--- src/rtl/irq_flag_pkg.sv ---
package irq_flag_pkg;
  localparam int unsigned NUM_LINES = 6;
  localparam int unsigned REG_W     = 8;
  localparam int unsigned SYNC_LEN  = 2;

  typedef enum logic {
    SEL_STATUS = 1'b0,
    SEL_ENABLE = 1'b1
  } reg_sel_e;
endpackage

--- src/rtl/irq_sync.sv ---
module irq_sync #(
  parameter int unsigned WIDTH  = 6,
  parameter int unsigned STAGES = 2
) (
  input  logic             clk,
  input  logic             rst_n,
  input  logic [WIDTH-1:0] async_in,
  output logic [WIDTH-1:0] sync_out
);
  logic [WIDTH-1:0] stage_q [STAGES];

  generate
    for (genvar s = 0; s < STAGES; s++) begin : g_stage
      logic [WIDTH-1:0] d;
      if (s == 0) begin : g_first
        assign d = async_in;
      end else begin : g_rest
        assign d = stage_q[s-1];
      end
      always_ff @(posedge clk or negedge rst_n) begin
        if (!rst_n) stage_q[s] <= '1;
        else        stage_q[s] <= d;
      end
    end
  endgenerate

  assign sync_out = stage_q[STAGES-1];
endmodule

--- src/rtl/irq_detect.sv ---
module irq_detect #(
  parameter int unsigned WIDTH = 6
) (
  input  logic             clk,
  input  logic             rst_n,
  input  logic [WIDTH-1:0] sync_lvl,
  input  logic [WIDTH-1:0] sense_edge,
  output logic [WIDTH-1:0] set_req,
  output logic [WIDTH-1:0] line_high
);
  logic [WIDTH-1:0] prev_q;
  logic [WIDTH-1:0] prev_d;

  always_comb begin
    prev_d = sync_lvl;
    for (int i = 0; i < WIDTH; i++) begin
      if (sense_edge[i]) set_req[i] = prev_q[i] & ~sync_lvl[i];
      else               set_req[i] = ~sync_lvl[i];
    end
  end

  always_ff @(posedge clk or negedge rst_n) begin
    if (!rst_n) prev_q <= '1;
    else        prev_q <= prev_d;
  end

  assign line_high = sync_lvl;

  generate
    for (genvar i = 0; i < WIDTH; i++) begin : g_chk
      // Edge mode fires for one cycle only: no second request while the line stays low.
      assert_edge_single_R7: assert property (@(posedge clk) disable iff (!rst_n)
        (sense_edge[i] && $past(sense_edge[i]) && $past(set_req[i]) && !sync_lvl[i])
          |-> !set_req[i]);
    end
  endgenerate
endmodule

--- src/rtl/irq_flag_bank.sv ---
module irq_flag_bank #(
  parameter int unsigned WIDTH = 6
) (
  input  logic             clk,
  input  logic             rst_n,
  input  logic [WIDTH-1:0] set_req,
  input  logic [WIDTH-1:0] line_high,
  input  logic [WIDTH-1:0] sense_edge,
  input  logic [WIDTH-1:0] ack,
  input  logic             sw_rd,
  input  logic             sw_wr,
  input  logic [WIDTH-1:0] sw_wdata,
  output logic [WIDTH-1:0] flags
);
  logic [WIDTH-1:0] flag_q, flag_d;
  logic [WIDTH-1:0] mark_q, mark_d;
  logic [WIDTH-1:0] hw_clr, sw_clr;
  logic             mark_en;

  always_comb begin
    hw_clr  = ack & (sense_edge | line_high);
    sw_clr  = {WIDTH{sw_wr}} & ~sw_wdata & mark_q;
    flag_d  = set_req | (flag_q & ~(hw_clr | sw_clr));
    mark_en = sw_wr | sw_rd;
    if (sw_wr) mark_d = '0;
    else       mark_d = mark_q | flag_q;
  end

  always_ff @(posedge clk or negedge rst_n) begin
    if (!rst_n) flag_q <= '0;
    else        flag_q <= flag_d;
  end

  always_ff @(posedge clk or negedge rst_n) begin
    if (!rst_n)       mark_q <= '0;
    else if (mark_en) mark_q <= mark_d;
  end

  assign flags = flag_q;

  generate
    for (genvar i = 0; i < WIDTH; i++) begin : g_chk
      assert_set_only_by_detect_R4: assert property (@(posedge clk) disable iff (!rst_n)
        $rose(flag_q[i]) |-> $past(set_req[i]));
      assert_clear_needs_cause_R5: assert property (@(posedge clk) disable iff (!rst_n)
        $fell(flag_q[i]) |-> $past(ack[i] || (sw_wr && !sw_wdata[i] && mark_q[i])));
      assert_set_wins_R9: assert property (@(posedge clk) disable iff (!rst_n)
        set_req[i] |=> flag_q[i]);
      assert_level_ack_blocked_R8: assert property (@(posedge clk) disable iff (!rst_n)
        (flag_q[i] && !sense_edge[i] && !line_high[i]) |=> flag_q[i]);
    end
  endgenerate
endmodule

--- src/rtl/irq_flag_ctrl.sv ---
module irq_flag_ctrl
  import irq_flag_pkg::*;
#(
  parameter int unsigned N_LINES = NUM_LINES,
  parameter int unsigned DATA_W  = REG_W,
  parameter int unsigned SYNC_N  = SYNC_LEN
) (
  input  logic               clk,
  input  logic               rst_n,
  input  logic [N_LINES-1:0] irq_n,
  input  logic [N_LINES-1:0] sense_edge,
  input  logic [N_LINES-1:0] ack,
  input  logic               bus_sel,
  input  logic               bus_rd,
  input  logic               bus_wr,
  input  logic [DATA_W-1:0]  bus_wdata,
  output logic [DATA_W-1:0]  bus_rdata,
  output logic [N_LINES-1:0] pending
);
  localparam int unsigned PAD_W = DATA_W - N_LINES;

  logic [N_LINES-1:0] sync_lvl;
  logic [N_LINES-1:0] set_req;
  logic [N_LINES-1:0] line_high;
  logic [N_LINES-1:0] flags;
  logic               stat_rd, stat_wr, en_we;
  logic [DATA_W-1:0]  en_q, en_d;
  logic [DATA_W-1:0]  status_word;

  irq_sync #(.WIDTH(N_LINES), .STAGES(SYNC_N)) u_sync (
    .clk(clk), .rst_n(rst_n), .async_in(irq_n), .sync_out(sync_lvl)
  );

  irq_detect #(.WIDTH(N_LINES)) u_detect (
    .clk(clk), .rst_n(rst_n), .sync_lvl(sync_lvl), .sense_edge(sense_edge),
    .set_req(set_req), .line_high(line_high)
  );

  irq_flag_bank #(.WIDTH(N_LINES)) u_bank (
    .clk(clk), .rst_n(rst_n), .set_req(set_req), .line_high(line_high),
    .sense_edge(sense_edge), .ack(ack), .sw_rd(stat_rd), .sw_wr(stat_wr),
    .sw_wdata(bus_wdata[N_LINES-1:0]), .flags(flags)
  );

  always_comb begin
    stat_rd     = bus_rd & (bus_sel == SEL_STATUS);
    stat_wr     = bus_wr & (bus_sel == SEL_STATUS);
    en_we       = bus_wr & (bus_sel == SEL_ENABLE);
    en_d        = bus_wdata;
    status_word = {{PAD_W{1'b0}}, flags};
    bus_rdata   = (bus_sel == SEL_ENABLE) ? en_q : status_word;
    pending     = flags & en_q[N_LINES-1:0];
  end

  always_ff @(posedge clk or negedge rst_n) begin
    if (!rst_n)     en_q <= '0;
    else if (en_we) en_q <= en_d;
  end

  assert_enable_writeback_R10: assert property (@(posedge clk) disable iff (!rst_n)
    (bus_wr && bus_sel == SEL_ENABLE) |=> (en_q == $past(bus_wdata)));
  assert_enable_hold_R10: assert property (@(posedge clk) disable iff (!rst_n)
    !(bus_wr && bus_sel == SEL_ENABLE) |=> $stable(en_q));
  assert_reserved_zero_R3: assert property (@(posedge clk) disable iff (!rst_n)
    (bus_sel == SEL_STATUS) |-> (bus_rdata[DATA_W-1:N_LINES] == '0));
  assert_pending_needs_enable_R11: assert property (@(posedge clk) disable iff (!rst_n)
    $rose(en_q[0]) |-> ($past(bus_wr) && $past(bus_sel) == SEL_ENABLE));
endmodule

--- config.mk ---
export PLATFORM = sky130hd
export DESIGN_NAME = irq_flag_ctrl
export DESIGN_NICKNAME = d
export VERILOG_FILES = /design/src/rtl/irq_flag_pkg.sv /design/src/rtl/irq_sync.sv /design/src/rtl/irq_detect.sv /design/src/rtl/irq_flag_bank.sv /design/src/rtl/irq_flag_ctrl.sv
export SDC_FILE = /design/constraint.sdc
export NUM_CORES = 1
export LEC_CHECK = 0
export ABC_CLOCK_PERIOD_IN_PS = 2500
export CAP_MARGIN = 20
export CORE_ASPECT_RATIO = 1.2
export CORE_MARGIN = 8
export CORE_UTILIZATION = 49
export CTS_CLUSTER_DIAMETER = 80
export DETAILED_ROUTE_END_ITERATION = 8
export PLACE_DENSITY = 0.88
export SLEW_MARGIN = 20
export SYNTH_ARGS = -nofsm -noshare
export SYNTH_HDL_FRONTEND = slang
export SYNTH_SLANG_ARGS = --single-unit
--- constraint.sdc ---
create_clock -name clk -period 2.5 [get_ports clk]
set_clock_uncertainty 0.05 [all_clocks]
set_input_delay 0.5 -clock clk [delete_from_list [all_inputs] [get_ports clk]]
set_output_delay 0.5 -clock clk [all_outputs]
set_load 0.01 [all_outputs]
Word-level counts from Yosys, hierarchy flattened. Index checks and enable logic that the tools add are counted.

Muxes and demuxes: 8. Bitwise operators: 28.

Operators with widths (number): 6-bit bitwise AND (5); 6-bit OR (4); 6-bit NOT (2); 1-bit bitwise AND (9); 8-bit two-way mux (1); 1-bit NOT (7); 1-bit two-way mux (6); 6-bit two-way mux (1); 1-bit OR (1).

Bits in registers: 38. Input port bits: 31. Output and inout bits: 14. Word-level logic and storage cells: 42.

Logic depth before layout (Yosys ltp). Gate-level depths: netlist (run 1).

Depth in word-level cells: 8. Depth in mapped cells: 4. Gate-level depth less buffers: 2.

Hierarchy. From an unflattened synthesis (run 1), not the netlist that was laid out.

Cell total of the unflattened synthesis: 113. Area, all modules: 1519.0 um^2.

Modules (own cells, without submodules): irq_flag_bank (times used 1, cells each 43, area an instance 491.7 um^2, seq. area each 300.3 um^2); irq_flag_ctrl (times used 1, cells each 34, area an instance 434.2 um^2, seq. area each 200.2 um^2); irq_sync (times used 1, cells each 12, area an instance 315.3 um^2, seq. area each 315.3 um^2); irq_detect (times used 1, cells each 24, area an instance 277.8 um^2, seq. area each 157.7 um^2).

Worst setup path after synthesis (run 1). No wires, ideal clock.

Path type: input to output. Start point: in bus_sel. End point: out bus_rdata[0]. Data arrival time: 1056 ps. Required time: 1950 ps. Path slack: 894 ps. Cell stages on the path: 3. Buffers on the path: 2. Cell sequence: buf_6 -> buf_2 -> o21ai_0.

Cells in the longest elaborated chain, start to end: 1.

Ends and longest elaborated chain: start, declared (RTL line irq_flag_ctrl.sv:13) `input logic bus_sel,`; 8-bit two-way mux (RTL line irq_flag_ctrl.sv:51) `bus_rdata = (bus_sel == SEL_ENABLE) ? en_q : status_word;`; end, declared (RTL line irq_flag_ctrl.sv:17) `output logic [DATA_W-1:0] bus_rdata,`.

Every way passes these cells.

Final worst setup path (run 1).
Start point: in bus_sel. End point: out bus_rdata[3].

Same word-level chain as after synthesis.

==> impl_summary.log, run 1 <==
[metrics] result of the run: finished clean
[metrics] RSZ-0062 raised after global routing: no
[metrics] share of the clock period used by the worst path: 97.5%
[metrics] weighted congestion reported at the end of routability-driven placement: 0.737
[metrics] Detail Route Antenna Nets: 0
[metrics] remaining global-route overflow: 0
[metrics] cell with the most instances after synthesis: sky130_fd_sc_hd__dfrtp_1
[metrics] number of search-and-repair iterations in the first detailed-routing pass: 4
[metrics] sequential standard cell area: 973 sq um
[metrics] FP Rows: 22
[metrics] post-layout total power: 1.23 mW
[metrics] htree depth: 2
[metrics] Clock Root Buffer: sky130_fd_sc_hd__clkbuf_4
[metrics] instance count after placement with tap cells included: 191
[metrics] layout overhead on the synthesized area: 36.1%
[metrics] CORE AREA: 0.00297 sq mm
[metrics] most area-consuming cells after synthesis: sky130_fd_sc_hd__dfrtp_1, sky130_fd_sc_hd__dfstp_2, sky130_fd_sc_hd__mux2_2
[metrics] area of the die: 0.00503 sq mm
[metrics] number of warnings issued by yosys: 0
[metrics] FF-to-FF Start: u_bank.mark_q[4]
[metrics] layout cell share with drive strength beyond 1: a little over a fifth
[metrics] Gate Count Post-Synth: 113
[metrics] Post-Syn Area: 0.00148 sq mm
[metrics] fraction of synthesis flops using an asynchronous set or reset pin: 100%
[metrics] Skew-Pair Late Insertion Delay: 0.34 ns
[metrics] maximum fanout encountered on the critical timing path: 28
[metrics] leakage: around 0.85 nW
[metrics] count of buffers inserted at the top-level ports: between 40 and 50
[metrics] # fillers: 231
[metrics] iteration-0 DRC count of the detailed router: 41
[metrics] Power per Cell Area: 613 mW/mm^2
[metrics] measured slew at the worst slew-check pin: 0.807 ns
[metrics] setup slack, reg-to-reg: 1.59 ns
[metrics] register clock-pin slew on the reported worst setup and hold paths: 0.10 ns
[metrics] num ports: 45
[metrics] mean routed wirelength per cell: 15.6 um
[metrics] most instantiated flip-flop cell in the synthesis netlist: sky130_fd_sc_hd__dfrtp_1
[metrics] final routed DRC violation total: 0
[metrics] share of the synthesized area in the top cell type: 33.9%
[metrics] # diodes: 0
[metrics] most common library cells after synthesis: sky130_fd_sc_hd__dfrtp_1, sky130_fd_sc_hd__dfstp_2, sky130_fd_sc_hd__inv_1, sky130_fd_sc_hd__and2_1, sky130_fd_sc_hd__mux2_2
[metrics] CP required: about 2 ns
[metrics] clock tree from TritonCTS: yes
[metrics] Max rail drop VDD: 509 uV
[metrics] final wirelength: 3100 um
[metrics] max-slew violation count: 0
[metrics] initial antenna violation count: 0
[metrics] placed wire-length estimate: 2300 um
[metrics] kind of path behind the tightest hold check: input pin to async pin
[metrics] Max clock buf depth: 2
[metrics] number of global-route vias before repair: 1,124
[metrics] length in cells of the worst reg-to-reg path: 2
[metrics] highest achievable clock rate: 0.410 GHz
[metrics] die height: 76.1 um
[metrics] CTS Buf Count: 5
[metrics] post-layout instance area: roughly 0.002 sq mm
[metrics] area of the multi-input gates: 435 sq um
[metrics] via count of the routed design: 1,023
[metrics] Cell variety after synth: 16
[metrics] Total Neg Setup Slack: 0 ns
[metrics] starting utilization of the core area: 49.6%
[metrics] via/cell ratio: 5.14
[metrics] FF-to-FF End: u_bank.flags[4]
[metrics] register bit total from synthesis: 38
[metrics] DP Area: 0.00195 sq mm
[metrics] global router's overall resource usage: 13.2%
[metrics] count of buffers added by post-CTS timing repair for setup: 0
[metrics] Post-Layout Cell Count: between 150 and 200
[metrics] CP Capture Type: output pin
[metrics] final critical path time including I/O delays and setup: about 2.4 ns
[metrics] Worst setup SP type: input pin
[metrics] arrival time of the worst setup path: roughly 1.9 ns
[metrics] wire length of the first global-routing pass: 5070 um
[metrics] sequential fraction of the synthesis area: between 60% and 70%
[metrics] number of enable flip-flop cells after synthesis: 0
[metrics] clock tree sinks: 38
[metrics] Hold Violations, Final: 0
[metrics] Post-Syn Nets: 144
[metrics] dominant cell type by area after synthesis: sky130_fd_sc_hd__dfrtp_1
[metrics] max_slew headroom: 46.2%
[metrics] setup-violating endpoint count in the final report: 0
[metrics] syn avg cell area: 13.1 sq um
[metrics] largest net degree at the start of global routing: 39
[metrics] number of maximum-capacitance constraint violations: 0
[metrics] total number of nets in the final design: 193
[metrics] Crit Path Category: input pin to output pin
[metrics] Die Width: 66.1 um
cell type report:
type | count | share of cell area [%]
multi-input cells | 60 | 21.7
inverters | 12 | 2.24
clock buffers | 8 | 2.43
well taps | 36 | 2.24
repair buffers | 45 | 22.9
flip-flops and latches | 38 | 48.5
per-layer routing:
layer / wire (um) / vias up / track usage [%]
met3: 236 / 8 / 6.32
met4: 81 / 0 / 7.07
met5: 0 / - / 0
met1: 1130 / 503 / 12.8
met2: 1660 / 30 / 22.1
li1: - / 482 / -
worst max path at each step:
stage / startpoint / end / slack (ns) / cells past startpoint
after global routing: bus_sel / bus_rdata[3] / 0.007 / 5
after floorplan: bus_sel / bus_rdata[0] / 0.89 / 3
after detailed placement: bus_sel / bus_rdata[2] / 0.05 / 5
after CTS: bus_sel / bus_rdata[2] / 0.05 / 5
after global placement: bus_sel / bus_rdata[4] / 0.07 / 5
final: bus_sel / bus_rdata[3] / 0.06 / 5
sequential cells by signal, indices dropped and copies added, names as in the netlist:
register,cells
en_q,8
u_bank.mark_q,6
u_sync.sync_out,6
u_detect.prev_q,6
u_bank.flags,6
u_sync.g_stage.d,6
per-stage QoR:
| step | setup WS [ns] | utilization, % | hold WS, ns |
|---|---|---|---|
| after floorplan | 0.894 | - | 0.154 |
| after global placement | 0.0702 | 65.7 | 0.296 |
| after detailed placement | 0.0527 | 65.7 | 0.297 |
| after CTS | 0.0470 | 67.4 | 0.201 |
| after global routing | 0.00674 | 67.6 | 0.240 |
| final | 0.0626 | 67.6 | 0.187 |
cells in the final DEF, fill, tap and decap left out:
cell type and n:
sky130_fd_sc_hd__a21oi_1 6, sky130_fd_sc_hd__buf_2 1, sky130_fd_sc_hd__dfrtp_1 20, sky130_fd_sc_hd__o32ai_1 6, sky130_fd_sc_hd__o21ai_0 6, sky130_fd_sc_hd__and2_1 8, sky130_fd_sc_hd__mux2_2 8, sky130_fd_sc_hd__nor4bb_1 6
sky130_fd_sc_hd__buf_12 1, sky130_fd_sc_hd__clkbuf_4 5, sky130_fd_sc_hd__inv_1 12, sky130_fd_sc_hd__nand2_1 6, sky130_fd_sc_hd__nand2_4 1, sky130_fd_sc_hd__clkbuf_1 3, sky130_fd_sc_hd__nor2b_1 7, sky130_fd_sc_hd__clkdlybuf4s50_1 41
sky130_fd_sc_hd__nand3b_1 6, sky130_fd_sc_hd__dlymetal6s2s_1 2, sky130_fd_sc_hd__dfstp_2 18
critical path, stage by stage:
cell and delay [ns]:
sky130_fd_sc_hd__clkdlybuf4s50_1 0.51, sky130_fd_sc_hd__buf_12 0.17, sky130_fd_sc_hd__nand2_1 0.06, sky130_fd_sc_hd__o21ai_0 0.07, sky130_fd_sc_hd__clkdlybuf4s50_1 0.56
report_power, final:
| group | switching, mW | internal [mW] |
|---|---|---|
| clock | 0.179 | 0.112 |
| combinational | 0.0886 | 0.139 |
| sequential | 0.0310 | 0.682 |
| total | 0.298 | 0.933 |
cell families after synthesis:
kind of cell           Yosys count  share of synthesized area, %
AO/OA/AOI/OAI                   18                          7.63
buffers and inverters           15                          4.49
flip-flops                      38                          66.0
multiplexers                     8                          6.11
AND/OR/NAND/NOR                 34                          15.8
timing repair:
item	4_1_cts	5_1_grt
hold buffers	0	0
setup endpoints to repair	0	2
gates resized for setup	0	2
Note: power is estimated with default switching activity, not from simulation.
==> run 2, diff against run 1 <==
--- a/config.mk
+++ b/config.mk
@@ -6,7 +6,6 @@
 export NUM_CORES = 1
 export LEC_CHECK = 0
 export ABC_CLOCK_PERIOD_IN_PS = 2500
-export CAP_MARGIN = 20
 export CORE_ASPECT_RATIO = 1.2
 export CORE_MARGIN = 8
 export CORE_UTILIZATION = 49
==> results of run 2 <==
The final DEF is identical to that of run 1; final timing and power are the same.
